$ cat config.mk
export PLATFORM = sky130hd
export DESIGN_NAME = addr_port_pair
export DESIGN_NICKNAME = d
export VERILOG_FILES = /design/src/rtl/addr_port_pkg.sv /design/src/rtl/port_reg_bank.sv /design/src/rtl/port_pin_drive.sv /design/src/rtl/port_read_sel.sv /design/src/rtl/ext_write_fwd.sv /design/src/rtl/addr_port_pair.sv
export SDC_FILE = /design/constraint.sdc
export NUM_CORES = 1
export LEC_CHECK = 0
export ABC_AREA = 0
export BUFFER_PORTS_ARGS = -buffer_cell sky130_fd_sc_hd__buf_2
export CAP_MARGIN = 30
export CORE_ASPECT_RATIO = 1.2
export CORE_UTILIZATION = 43
export CTS_CLUSTER_DIAMETER = 30
export DETAILED_ROUTE_END_ITERATION = 7
export HOLD_SLACK_MARGIN = 0.06
export PLACE_DENSITY = 0.79
export SLEW_MARGIN = 5
export SYNTH_ARGS = -nofsm -noshare
export SYNTH_HDL_FRONTEND = slang
export SYNTH_HIERARCHICAL = 1
export SYNTH_SLANG_ARGS = --single-unit
$ cat constraint.sdc
create_clock -name clk -period 1.38 [get_ports clk]
set_input_delay 0.207 -clock clk [delete_from_list [all_inputs] [get_ports clk]]
set_output_delay 0.207 -clock clk [all_outputs]
set_load 0.02 [all_outputs]
$ cat src/rtl/addr_port_pkg.sv
package addr_port_pkg;
    typedef enum logic [1:0] {
        MODE_SINGLE    = 2'b00,
        MODE_EXPANDED  = 2'b01,
        MODE_EMULATION = 2'b10,
        MODE_ALT_CHIP  = 2'b11
    } run_mode_e;

    localparam int NUM_PORTS = 2;
    localparam int REG_AW    = 2;

    function automatic logic addr_owns_pins(input run_mode_e m);
        return (m == MODE_EXPANDED) || (m == MODE_EMULATION);
    endfunction

    function automatic logic is_emul(input run_mode_e m);
        return m == MODE_EMULATION;
    endfunction
endpackage

$ cat src/rtl/port_reg_bank.sv
module port_reg_bank #(
    parameter int W = 8
) (
    input  logic         clk,
    input  logic         rst_n,
    input  logic         wr_dat,
    input  logic         wr_dir,
    input  logic [W-1:0] wdata,
    output logic [W-1:0] dat_q,
    output logic [W-1:0] dir_q
);
    typedef struct packed {
        logic [W-1:0] dat;
        logic [W-1:0] dir;
    } bank_t;

    bank_t bank_d, bank_q;

    always_comb begin
        bank_d = bank_q;
        if (wr_dat) bank_d.dat = wdata;
        if (wr_dir) bank_d.dir = wdata;
    end

    always_ff @(posedge clk or negedge rst_n) begin
        if (!rst_n) bank_q <= '0;
        else        bank_q <= bank_d;
    end

    assign dat_q = bank_q.dat;
    assign dir_q = bank_q.dir;
endmodule

$ cat src/rtl/port_pin_drive.sv
module port_pin_drive #(
    parameter int W          = 8,
    parameter bit HAS_STROBE = 1'b0
) (
    input  logic         addr_owned,
    input  logic [W-1:0] addr_bits,
    input  logic [W-1:0] dat,
    input  logic [W-1:0] dir,
    input  logic         strobe_en,
    input  logic         strobe_in,
    output logic [W-1:0] pin_out,
    output logic [W-1:0] pin_oe
);
    logic [W-1:0] bus_val;

    generate
        if (HAS_STROBE) begin : g_strobe
            always_comb begin
                bus_val = addr_bits;
                if (strobe_en) bus_val[0] = strobe_in;
            end
        end else begin : g_plain
            logic unused_strobe;
            assign unused_strobe = strobe_en ^ strobe_in;
            assign bus_val = addr_bits;
        end
    endgenerate

    always_comb begin
        if (addr_owned) begin
            pin_out = bus_val;
            pin_oe  = '1;
        end else begin
            pin_out = dat;
            pin_oe  = dir;
        end
    end
endmodule

$ cat src/rtl/port_read_sel.sv
module port_read_sel
    import addr_port_pkg::*;
#(
    parameter int W = 8
) (
    input  logic [REG_AW-1:0]           reg_addr,
    input  logic                        emul,
    input  logic [NUM_PORTS-1:0][W-1:0] dat,
    input  logic [NUM_PORTS-1:0][W-1:0] dir,
    input  logic [NUM_PORTS-1:0][W-1:0] pin,
    input  logic [W-1:0]                ext_rdata,
    output logic [W-1:0]                rdata
);
    logic         sel;
    logic [W-1:0] gpio_view;

    assign sel       = reg_addr[0];
    assign gpio_view = (dat[sel] & dir[sel]) | (pin[sel] & ~dir[sel]);

    always_comb begin
        if (reg_addr[1])  rdata = dir[sel];
        else if (emul)    rdata = ext_rdata;
        else              rdata = gpio_view;
    end
endmodule

$ cat src/rtl/ext_write_fwd.sv
module ext_write_fwd
    import addr_port_pkg::*;
#(
    parameter int W = 8
) (
    input  logic              emul,
    input  logic              reg_wr,
    input  logic [REG_AW-1:0] reg_addr,
    input  logic [W-1:0]      reg_wdata,
    output logic              ext_wr,
    output logic              ext_wsel,
    output logic [W-1:0]      ext_wdata
);
    assign ext_wr    = emul & reg_wr & ~reg_addr[1];
    assign ext_wsel  = reg_addr[0];
    assign ext_wdata = reg_wdata;
endmodule

$ cat src/rtl/addr_port_pair.sv
module addr_port_pair
    import addr_port_pkg::*;
#(
    parameter int PORT_W = 8,
    localparam int BUS_W = NUM_PORTS * PORT_W
) (
    input  logic              clk,
    input  logic              rst_n,
    input  logic [1:0]        mode,
    input  logic [REG_AW-1:0] reg_addr,
    input  logic              reg_wr,
    input  logic [PORT_W-1:0] reg_wdata,
    output logic [PORT_W-1:0] reg_rdata,
    input  logic [BUS_W-1:0]  pin_in,
    output logic [BUS_W-1:0]  pin_out,
    output logic [BUS_W-1:0]  pin_oe,
    input  logic [BUS_W-1:0]  bus_addr,
    input  logic              strobe_en,
    input  logic              strobe_in,
    input  logic [PORT_W-1:0] ext_rdata,
    output logic              ext_wr,
    output logic              ext_wsel,
    output logic [PORT_W-1:0] ext_wdata
);
    run_mode_e mode_e;
    logic      owned;
    logic      emul;

    assign mode_e = run_mode_e'(mode);
    assign owned  = addr_owns_pins(mode_e);
    assign emul   = is_emul(mode_e);

    // index 0 is port A (upper byte), index 1 is port B (lower byte)
    logic [NUM_PORTS-1:0][PORT_W-1:0] dat_q;
    logic [NUM_PORTS-1:0][PORT_W-1:0] dir_q;
    logic [NUM_PORTS-1:0][PORT_W-1:0] pin_port;

    for (genvar p = 0; p < NUM_PORTS; p++) begin : g_port
        localparam int LSB = (NUM_PORTS - 1 - p) * PORT_W;
        logic wr_dat, wr_dir;

        assign wr_dat      = reg_wr && (reg_addr == REG_AW'(p));
        assign wr_dir      = reg_wr && (reg_addr == REG_AW'(NUM_PORTS + p));
        assign pin_port[p] = pin_in[LSB +: PORT_W];

        port_reg_bank #(.W(PORT_W)) bank_i (
            .clk   (clk),
            .rst_n (rst_n),
            .wr_dat(wr_dat),
            .wr_dir(wr_dir),
            .wdata (reg_wdata),
            .dat_q (dat_q[p]),
            .dir_q (dir_q[p])
        );

        port_pin_drive #(.W(PORT_W), .HAS_STROBE(p == NUM_PORTS - 1)) drv_i (
            .addr_owned(owned),
            .addr_bits (bus_addr[LSB +: PORT_W]),
            .dat       (dat_q[p]),
            .dir       (dir_q[p]),
            .strobe_en (strobe_en),
            .strobe_in (strobe_in),
            .pin_out   (pin_out[LSB +: PORT_W]),
            .pin_oe    (pin_oe[LSB +: PORT_W])
        );
    end

    port_read_sel #(.W(PORT_W)) rd_i (
        .reg_addr (reg_addr),
        .emul     (emul),
        .dat      (dat_q),
        .dir      (dir_q),
        .pin      (pin_port),
        .ext_rdata(ext_rdata),
        .rdata    (reg_rdata)
    );

    ext_write_fwd #(.W(PORT_W)) fwd_i (
        .emul     (emul),
        .reg_wr   (reg_wr),
        .reg_addr (reg_addr),
        .reg_wdata(reg_wdata),
        .ext_wr   (ext_wr),
        .ext_wsel (ext_wsel),
        .ext_wdata(ext_wdata)
    );
endmodule

* Word level (Yosys, flattened, before mapping) *
Cells that the tools add are included.
Widths: inputs -> output; s select.

operators by class
  $add $sub $neg = 0
  multiply operators = 0
  div/mod/pow operators = 0
  order comparisons = 1
  equality and inequality tests = 5
  shifts and indexed selects = 0
  muxes and demuxes = 13
  bitwise gates (word level) = 7
  reduce and logical (&&, ||, !) cells = 6

operator list
  cell                number
  $mux 8              12
  $and 8x8->8         2
  $not 8->8           1
  $or 8x8->8          1
  $eq 2x2->1 const B  3
  $eq 2x1->1 const B  2
  $logic_and 1x1->1   4
  $and 1x1->1         2
  $logic_not 2->1     1
  $lt 1x2->1 const B  1
  $logic_or 1x1->1    1
  $mux 1              1
  $not 1->1           1

word-level totals
  bits in registers = 32
  bits in latches = 0
  RAM bits = 0
  bits in read-only memories = 0
  input bits = 57
  output and inout bits = 50
  word-level logic and storage cells = 36
  memories kept = 0

* Depth between registers and ports, before layout *
Gate-level depths: netlist of run 1.

  depth after elaboration = 7
  depth in mapped cells = 7
  depth with buffers taken out = 5

* By module *
Netlist of run 1, hierarchy kept.

modules (own cells, without submodules)
  module                             instances  cells each  area an instance (µm²)  sequential area each (µm²)
  port_reg_bank                      2          34          663.1                   400.4
  port_read_sel                      1          55          501.7                   0.0
  port_pin_drive at g_port[0].drv_i  1          18          173.9                   0.0
  port_pin_drive at g_port[1].drv_i  1          20          170.2                   0.0
  ext_write_fwd                      1          10          76.3                    0.0
  addr_port_pair                     1          7           57.6                    0.0

* Worst setup path before layout of run 1 *
Ideal clock, no wire load.

  path kind = register to output
  start point = register g_port[1].bank_i.bank_q (netlist bit g_port[1].bank_i/dir_q[0])
  end point = output reg_rdata[0]
  arrival time = 1.355 ns
  data required time = 1.173 ns
  slack = -0.182 ns
  stages on the path, launching flop included = 4
  path buffers = 0
  path through = dfrtp_1 > mux2i_1 > mux2_2 > a221oi_1

on the way
  longest elaborated chain between the ends = 7
  elaborated cells between the ends (all ways) = 8
  those cells by class = mux: 4; bitwise: 4

ends and longest elaborated chain
  what                                           RTL line                                  source
  start, declared                                port_reg_bank.sv:17                       bank_t bank_d, bank_q;
  start signal, assigned                         port_reg_bank.sv:27                       else bank_q <= bank_d;
  $mux 8 (implied by the code) (*) (2 in a row)  port_read_sel.sv:18, port_read_sel.sv:21
  $not 8->8                                      port_read_sel.sv:18                       assign gpio_view = (dat[sel] & dir[sel]) | (pin[sel] & ~dir[sel]);
  $and 8x8->8                                    port_read_sel.sv:18
  $or 8x8->8                                     port_read_sel.sv:18
  $mux 8                                         port_read_sel.sv:22                       else if (emul) rdata = ext_rdata;
  $mux 8 (*)                                     port_read_sel.sv:21                       if (reg_addr[1]) rdata = dir[sel];
  end, declared                                  addr_port_pair.sv:13                      output logic [PORT_W-1:0] reg_rdata,

Mark *: on every way between the ends. The rest lies on a longest branch, timed or not. The select of a mux whose other input is x is not followed.

* Worst setup path in the final report of run 1 *
  start point = register g_port[0].bank_i.bank_q (netlist bit g_port[0].bank_i/dir_q[4])
  end point = output reg_rdata[4]

on the way
  longest elaborated chain between the ends = 7
  elaborated cells between the ends (all ways) = 8
  those cells by class = mux: 4; bitwise: 4

ends and longest elaborated chain
  what                                           RTL line
  start, declared                                port_reg_bank.sv:17
  start signal, assigned                         port_reg_bank.sv:27
  $mux 8 (implied by the code) (*) (2 in a row)  port_read_sel.sv:18, port_read_sel.sv:21
  $not 8->8                                      port_read_sel.sv:18
  $and 8x8->8                                    port_read_sel.sv:18
  $or 8x8->8                                     port_read_sel.sv:18
  $mux 8                                         port_read_sel.sv:22
  $mux 8 (*)                                     port_read_sel.sv:21

Marks and branches as above.

==> results_tabular.tex, run 1 <==
\begin{tabular}{lr}
\hline
Metric & Value \\
\hline
\multicolumn{2}{l}{\textbf{Critical path}} \\
\quad Path depth of the worst reg2reg path & 4 \\
\quad Setup crit start kind & register \\
\quad Critical path data required time & 1.17 ns \\
\quad Worst setup path class & register to output pin \\
\quad Critical Path AT & 1.55 ns \\
\quad Flop2flop setup slack & 0.25 ns \\
\quad Crit path capture type & output pin \\
\quad Maximum fanout encountered on the critical timing path & 2 \\
\quad Reg2Reg Launch Point & g\_port[1].bank\_i/dir\_q[5] \\
\quad CP startpoint & g\_port[0].bank\_i/dir\_q[4] \\
\multicolumn{2}{l}{\textbf{Routing}} \\
\quad Via count & 2021 \\
\quad Initial DRT Pass Iterations & 4 \\
\quad Routed wire length per instance & 18.2 um \\
\quad Iteration-0 DRC count of the detailed router & 49 \\
\quad Post-detailed-route count of antenna-violating nets & 0 \\
\quad Post-detailed-routing wire length & 7100 um \\
\quad DRC Markers & 0 \\
\quad Detailed-route vias per instance & 5.18 \\
\multicolumn{2}{l}{\textbf{Finish}} \\
\quad Antenna diode count & 0 \\
\quad Signed area change from the synthesized netlist to the final layout & 65.2\% \\
\quad Util after Layout & 0.755 \\
\quad Fraction of layout cells with a size suffix above 1 & 0.733 \\
\quad Final cell area excluding filler cells & 3810 um\^{}2 \\
\quad Commonest non-fill, non-tap cell in the layout & sky130\_fd\_sc\_hd\_\_buf\_2 \\
\quad Most used cells in the layout excluding fill and tap cells & sky130\_fd\_sc\_hd\_\_buf\_2 (64), sky130\_fd\_sc\_hd\_\_buf\_6 (61), sky130\_fd\_sc\_hd\_\_mux2\_4 (50) \\
\quad Post-layout nets & 387 \\
\multicolumn{2}{l}{\textbf{GRT}} \\
\quad GRT Total Usage & 0.269 \\
\quad Total gr overflow & 0 \\
\quad Wire length of the first global-routing pass & 10900 um \\
\quad Number of global-route vias before repair & 2204 \\
\quad Pin count of the biggest net entering global routing & 33 \\
\quad Number of antenna violations at the first check in global routing & 0 \\
\multicolumn{2}{l}{\textbf{Timing}} \\
\quad Highest Clock Rate & 0.570 GHz \\
\quad Final cycle utilization of the critical path & 1.27 \\
\quad Worst setup skew after layout & 0 ns \\
\quad Setup ws final & -0.374 ns \\
\quad RSZ-0062 raised after global routing & yes \\
\quad Worst slew margin relative to its limit & 0.517 \\
\quad Least-Margin Pin Slew & 0.724 ns \\
\quad Final Hold Fails & 0 \\
\quad Number of pins with negative max-slew slack in the final report & 0 \\
\quad Final worst path period need & 1.75 ns \\
\quad Final setup violation count & 28 \\
\multicolumn{2}{l}{\textbf{Yosys}} \\
\quad Number of distinct library cells after synthesis & 26 \\
\quad Mean instance size in the synthesized netlist & 13.0 um\^{}2 \\
\quad Cells after Synth & 178 \\
\quad Sequential-to-total area share from yosys stat & 0.347 \\
\quad Synth warnings & 6 \\
\quad FF+latch count, synth & 32 \\
\quad Cell taking the most area after synthesis & sky130\_fd\_sc\_hd\_\_dfrtp\_1 \\
\quad Net count after synthesis & 236 \\
\quad Post-synthesis instance area & 2310 um\^{}2 \\
\quad Top post-synthesis cells by area & sky130\_fd\_sc\_hd\_\_dfrtp\_1 (35\%), sky130\_fd\_sc\_hd\_\_mux2\_4 (22\%), sky130\_fd\_sc\_hd\_\_mux2i\_1 (11\%) \\
\quad Area fraction of the dominant cell type after synthesis & 0.347 \\
\multicolumn{2}{l}{\textbf{Clock network}} \\
\quad Clock insertion delay at the later pin of the skew report & 0.28 ns \\
\quad Clock tree from TritonCTS & yes \\
\quad Maximum number of buffers from clock root to sink & 2 \\
\quad Sink Count & 32 \\
\quad Clock transition at the registers of the reported paths & 0.07 ns \\
\quad Maximum level of the CTS H-tree & 2 \\
\quad Number of buffers created by CTS & 5 \\
\quad Clock Tree Root & sky130\_fd\_sc\_hd\_\_clkbuf\_8 \\
\multicolumn{2}{l}{\textbf{Floorplan}} \\
\quad Number of rows in the core area & 28 \\
\quad Starting density of the core & 0.457 \\
\quad Die outline width & 68.9 um \\
\quad \# IOs & 107 \\
\quad Total core area & 5040 um\^{}2 \\
\quad Die Outline Area & 5660 um\^{}2 \\
\quad Die height & 82.2 um \\
\multicolumn{2}{l}{\textbf{Power and ir drop}} \\
\quad Static leakage & 1.95 nW \\
\quad Maximum vdd drop & 0.850 mV \\
\quad Power per Cell Area & 1140 nW/um\^{}2 \\
\multicolumn{2}{l}{\textbf{Placement}} \\
\quad Placer congestion estimate & 0.790 \\
\quad Cell area after placement & 3150 um\^{}2 \\
\quad Total of buffers placed on input and output ports & 106 \\
\quad Final HPWL from detailed placement & 4710 um \\
\multicolumn{2}{l}{\textbf{Worst hold path}} \\
\quad Worst hold-check path type & primary input to register \\
\quad Number of cells on the worst hold path & 2 \\
\quad Hold Crit Start & reg\_wdata[4] \\
\multicolumn{2}{l}{\textbf{Status}} \\
\quad Outcome & finished with violations \\
\quad Failing checks & setup timing \\
\multicolumn{2}{l}{\textbf{Job}} \\
\quad Max Cap Violations & 0 \\
\hline
\end{tabular}
[cell families after synthesis]
kind of cell / count (synthesis) / synth area share
simple gates: 34 / 0.0917
mux: 78 / 0.423
flops: 32 / 0.347
fa+ha+maj: 1 / 0.00543
buf+inv: 22 / 0.0890
compound gates: 11 / 0.0439
[metrics by stage]
stage	TNS, ns	total power [mW]	setup slack, ns	std cells	hold slack, ns
2_1_floorplan	-0.0208	2.35	-0.00630	178	-0.0886
3_3_place_gp	-4.93	2.93	-0.220	368	0.281
3_5_place_dp	-5.29	2.98	-0.240	368	0.301
4_1_cts	-4.41	4.24	-0.337	389	0.215
5_1_grt	-4.49	4.53	-0.425	390	0.224
6_report	-3.36	4.33	-0.374	390	0.218
[worst max-delay path: stages, from the launching register on]
cell                       delay (ns)
sky130_fd_sc_hd__dfrtp_1         0.41
sky130_fd_sc_hd__mux2i_1         0.14
sky130_fd_sc_hd__mux2_2          0.28
sky130_fd_sc_hd__a221oi_2        0.24
sky130_fd_sc_hd__buf_4           0.19
[cells in the mapped netlist, drive strengths merged]
master / number
mux2: 53
dfrtp: 32
mux2i: 25
buf: 20
or2: 16
nor2: 7
a221oi: 6
and3b: 3
a2bb2oi: 2
inv: 2
nand2: 2
nand3b: 2
nor3b: 2
o211a: 2
a21oi: 1
and3: 1
ha: 1
nand2b: 1
[power breakdown]
| group | switching [mW] | internal, mW | total, mW |
|---|---|---|---|
| registers | 0.154 | 1.12 | 1.27 |
| logic | 0.927 | 1.39 | 2.32 |
| clock network | 0.342 | 0.398 | 0.739 |
| total | 1.42 | 2.91 | 4.33 |
[registers in the layout, indices dropped and copies added, names as in the netlist]
signal and count:
g_port.bank_i/dir_q 16, g_port.bank_i/dat_q 16
[metal layers]
| metal | routed length, um | GRT usage | share of wire | vias to the layer above |
|---|---|---|---|---|
| met4 | 166 | 0.114 | 0.023 | 0 |
| met2 | 3690 | 0.491 | 0.52 | 88 |
| met1 | 2880 | 0.294 | 0.41 | 981 |
| li1 | - | - | - | 934 |
| met5 | 0 | 0 | 0 | - |
| met3 | 369 | 0.0522 | 0.052 | 18 |
[final cells by class]
cell class                 instances  area, um^2
multi-input combinational        124        1450
timing repair buffer             164        1370
clock inverter                     2        10.0
sequential                        32         801
fill                             318        1240
inverter                           2        17.5
clock buffer                       6        82.6
tap                               60        75.1
[final timing paths]
kind | to
setup / recovery | reg_rdata[4]
max in group asynchronous | g_port[1].bank_i/dir_q[0]
min in group asynchronous | g_port[0].bank_i/dat_q[4]
hold reg to reg | g_port[0].bank_i/dat_q[1]
setup reg to reg | g_port[1].bank_i/dir_q[5]
hold / removal | g_port[0].bank_i/dir_q[4]
[what timing repair did]
item | in CTS | in global routing
cloned | 3 | 0
endpoints found under the hold margin | 32 | 0
gates resized for setup | 112 | 26
pin swaps | 20 | 17
setup endpoints to repair | 40 | 40
buffers inserted | 11 | 11
hold buffers | 1 | 0
Note: power is estimated with default switching activity, not from simulation.
==> run 2, diff against run 1 <==
- CELL_PAD_IN_SITES_DETAIL_PLACEMENT: not set -> 0
- CELL_PAD_IN_SITES_GLOBAL_PLACEMENT: not set -> 1
- CORE_UTILIZATION: 43 -> 32
- PLACE_DENSITY: 0.79 -> 0.77
==> run 2 against run 1 <==
Core utilization is 20 points lower. Routed wire length about the same. The run still ends with setup timing left. Global-route usage down 7.6 points. Final area down 0.26%. Register-to-register slack better by 0.12 ns. Via count fell by 2.1%. Worst setup slack improved by 0.011 ns. Largest power group unchanged. Power down 1.4%. Clock power grew 4.1%. Non-clock buffer count shrank 4.
==> results_tabular.tex, run 2 (synthesized netlist as in run 1, its figures left out) <==
\begin{tabular}{lr}
\hline
Metric & Value \\
\hline
\multicolumn{2}{l}{\textbf{Routing}} \\
\quad Iteration-0 DRC count of the detailed router & 49 (unchanged) \\
\quad Post-detailed-routing wire length & 7100 um (about the same) \\
\quad Post-detailed-route count of antenna-violating nets & 0 (unchanged) \\
\quad DRC Markers & 0 (unchanged) \\
\quad Routed wire length per instance & 17.2 um (was 18.2 um) \\
\quad Detailed-route vias per instance & 4.79 (was 5.18) \\
\quad Via count & 1979 (was 2021) \\
\quad Initial DRT Pass Iterations & 3 (was 4) \\
\multicolumn{2}{l}{\textbf{GRT}} \\
\quad Total gr overflow & 0 (unchanged) \\
\quad GR met3 Demand/Resource & 0.0348 (was 0.0522) \\
\quad Pin count of the biggest net entering global routing & 18 (was 33) \\
\quad Global routing usage on met1 & 0.245 (was 0.294) \\
\quad GRT Total Usage & 0.193 (was 0.269) \\
\quad Number of antenna violations at the first check in global routing & 0 (unchanged) \\
\quad Number of global-route vias before repair & 2027 (was 2204) \\
\quad Global routing usage on met2 & 0.325 (was 0.491) \\
\quad Wire length of the first global-routing pass & 10800 um (was 10900 um) \\
\quad Most Used Layer, Global Route & met2 (unchanged) \\
\multicolumn{2}{l}{\textbf{Worst hold path}} \\
\quad Worst hold-check path type & primary input to register (unchanged) \\
\multicolumn{2}{l}{\textbf{Power and ir drop}} \\
\quad Static leakage & 1.92 nW (was 1.95 nW) \\
\quad Power per Cell Area & 1120 nW/um\^{}2 (was 1140 nW/um\^{}2) \\
\quad Maximum vdd drop & 0.498 mV (was 0.850 mV) \\
\multicolumn{2}{l}{\textbf{Critical path}} \\
\quad Worst setup path class & register to output pin (unchanged) \\
\quad Critical path data required time & 1.17 ns (about the same) \\
\quad Critical Path AT & 1.54 ns (was 1.55 ns) \\
\quad Crit path capture type & output pin (unchanged) \\
\quad Setup crit start kind & register (unchanged) \\
\quad Flop2flop setup slack & 0.37 ns (was 0.25 ns) \\
\quad Maximum fanout encountered on the critical timing path & 2 (unchanged) \\
\multicolumn{2}{l}{\textbf{Clock network}} \\
\quad Clock transition at the registers of the reported paths & 0.07 ns (about the same) \\
\quad Number of buffers created by CTS & 5 (unchanged) \\
\quad Clock Tree Root & sky130\_fd\_sc\_hd\_\_clkbuf\_8 (unchanged) \\
\quad Clock tree from TritonCTS & yes (unchanged) \\
\quad Clock insertion delay at the later pin of the skew report & 0.28 ns (about the same) \\
\quad Maximum level of the CTS H-tree & 2 (unchanged) \\
\quad Sink Count & 32 (unchanged) \\
\quad Maximum number of buffers from clock root to sink & 2 (unchanged) \\
\multicolumn{2}{l}{\textbf{Timing}} \\
\quad Worst slew margin relative to its limit & 0.741 (was 0.517) \\
\quad Number of pins with negative max-slew slack in the final report & 0 (unchanged) \\
\quad RSZ-0062 raised after global routing & yes (unchanged) \\
\quad Final setup violation count & 40 (was 28) \\
\quad Final cycle utilization of the critical path & 1.26 (was 1.27) \\
\quad Least-Margin Pin Slew & 0.389 ns (was 0.724 ns) \\
\quad Setup ws final & -0.364 ns (was -0.374 ns) \\
\quad Final worst path period need & 1.74 ns (was 1.75 ns) \\
\quad Highest Clock Rate & 0.574 GHz (was 0.570 GHz) \\
\quad Final Hold Fails & 0 (unchanged) \\
\quad Worst setup skew after layout & 0 ns (unchanged) \\
\multicolumn{2}{l}{\textbf{Placement}} \\
\quad Post-Place Cells & 395 (was 368) \\
\quad Total of buffers placed on input and output ports & 106 (unchanged) \\
\quad Placer congestion estimate & 0.742 (was 0.790) \\
\quad Final HPWL from detailed placement & 4800 um (was 4710 um) \\
\quad Pre-CTS setup slack & -0.221 ns (was -0.240 ns) \\
\multicolumn{2}{l}{\textbf{Finish}} \\
\quad Util after Layout & 0.551 (was 0.755) \\
\quad Number of fill cells in the layout & 593 (was 318) \\
\quad Most used cells in the layout excluding fill and tap cells & sky130\_fd\_sc\_hd\_\_buf\_2 (64), sky130\_fd\_sc\_hd\_\_mux2\_4 (50), sky130\_fd\_sc\_hd\_\_buf\_6 (45) (was sky130\_fd\_sc\_hd\_\_buf\_2 (64), sky130\_fd\_sc\_hd\_\_buf\_6 (61), sky130\_fd\_sc\_hd\_\_mux2\_4 (50)) \\
\quad Fraction of layout cells with a size suffix above 1 & 0.727 (was 0.733) \\
\quad Antenna diode count & 0 (unchanged) \\
\quad Commonest non-fill, non-tap cell in the layout & sky130\_fd\_sc\_hd\_\_buf\_2 (unchanged) \\
\quad Post-layout nets & 383 (was 387) \\
\quad Signed area change from the synthesized netlist to the final layout & 64.7\% (was 65.2\%) \\
\quad Number of standard cells in the final layout excluding fillers & 413 (was 390) \\
\multicolumn{2}{l}{\textbf{Floorplan}} \\
\quad Number of rows in the core area & 33 (was 28) \\
\quad Die Outline Area & 7550 um\^{}2 (was 5660 um\^{}2) \\
\quad \# IOs & 107 (unchanged) \\
\quad Starting density of the core & 0.334 (was 0.457) \\
\quad Die height & 95.0 um (was 82.2 um) \\
\quad Total core area & 6900 um\^{}2 (was 5040 um\^{}2) \\
\quad Die outline width & 79.5 um (was 68.9 um) \\
\multicolumn{2}{l}{\textbf{Job}} \\
\quad Max Cap Violations & 0 (unchanged) \\
\multicolumn{2}{l}{\textbf{Status}} \\
\quad Outcome & finished with violations (unchanged) \\
\quad Failing checks & setup timing (unchanged) \\
\hline
\end{tabular}
run 2: changes by cell type in the layout (fill, tap and decap cells not counted), sizes merged:
cell	before	now
buf	163	159
clkinvlp	0	2
clkinv	2	1
inv	2	1
run 2: timing repair:
| action | 4_1_cts | 5_1_grt |
|---|---|---|
| hold buffers | 1 | 0 |
| setup buffers | 7 | 4 |
| gates cloned | 3 | 0 |
| hold endpoints to repair | 16 | 0 |
| endpoints found under the setup margin | 40 | 40 |
| pin swaps | 15 | 6 |
| gates resized for setup | 92 | 34 |
run 2: through the flow:
stage | instance area (um^2) | power (mW) | TNS [ns] | hold WS (ns)
floorplan | 2350 | 2.35 | -0.0208 | -0.0886
global placement | 3170 | 2.94 | -5.07 | 0.144
detailed placement | 3170 | 2.98 | -5.62 | 0.155
CTS | 3720 | 4.20 | -4.89 | 0.214
global route | 3800 | 4.49 | -6.06 | 0.213
finish | 3800 | 4.27 | -4.76 | 0.226
run 2: report_power, final:
group | switching (mW) | internal (mW)
Clock | 0.365 | 0.404
Combinational | 0.916 | 1.34
Sequential | 0.133 | 1.12
run 2: worst paths after layout:
path                                                start  depth (start not counted)                         to
worst min-delay path                         reg_wdata[1]                          2  g_port[1].bank_i/dir_q[1]
worst max-delay path            g_port[0].bank_i/dir_q[0]                          4               reg_rdata[0]
min in group asynchronous                           rst_n                          2  g_port[1].bank_i/dat_q[3]
worst min register to register  g_port[1].bank_i/dat_q[4]                          1  g_port[1].bank_i/dat_q[4]
max in group asynchronous                           rst_n                          3  g_port[1].bank_i/dat_q[6]
worst max register to register  g_port[0].bank_i/dat_q[6]                          3  g_port[0].bank_i/dat_q[6]
run 2: worst max-delay path, stage by stage, from the launching register on:
cell	delay, ns
sky130_fd_sc_hd__dfrtp_1	0.40
sky130_fd_sc_hd__mux2i_1	0.13
sky130_fd_sc_hd__mux2_4	0.29
sky130_fd_sc_hd__a221oi_4	0.27
sky130_fd_sc_hd__buf_6	0.16
run 2: cell type report:
type                            count  area, um^2  area share
Clock buffer                        6        82.6      0.0217
Clock inverter                      2        15.0     0.00395
Inverter                            2        22.5     0.00593
Multi-Input combinational cell    124        1460       0.384
Sequential cell                    32         801       0.211
Tap cell                           87         109      0.0287
Timing Repair Buffer              160        1310       0.345
run 2: metal layers:
layer | share of wire | routed length, um | vias up
li1 | - | - | 926
met4 | 0.013 | 95 | 0
met3 | 0.044 | 314 | 6
met5 | 0 | 0 | -
met1 | 0.43 | 3080 | 981
met2 | 0.51 | 3610 | 66
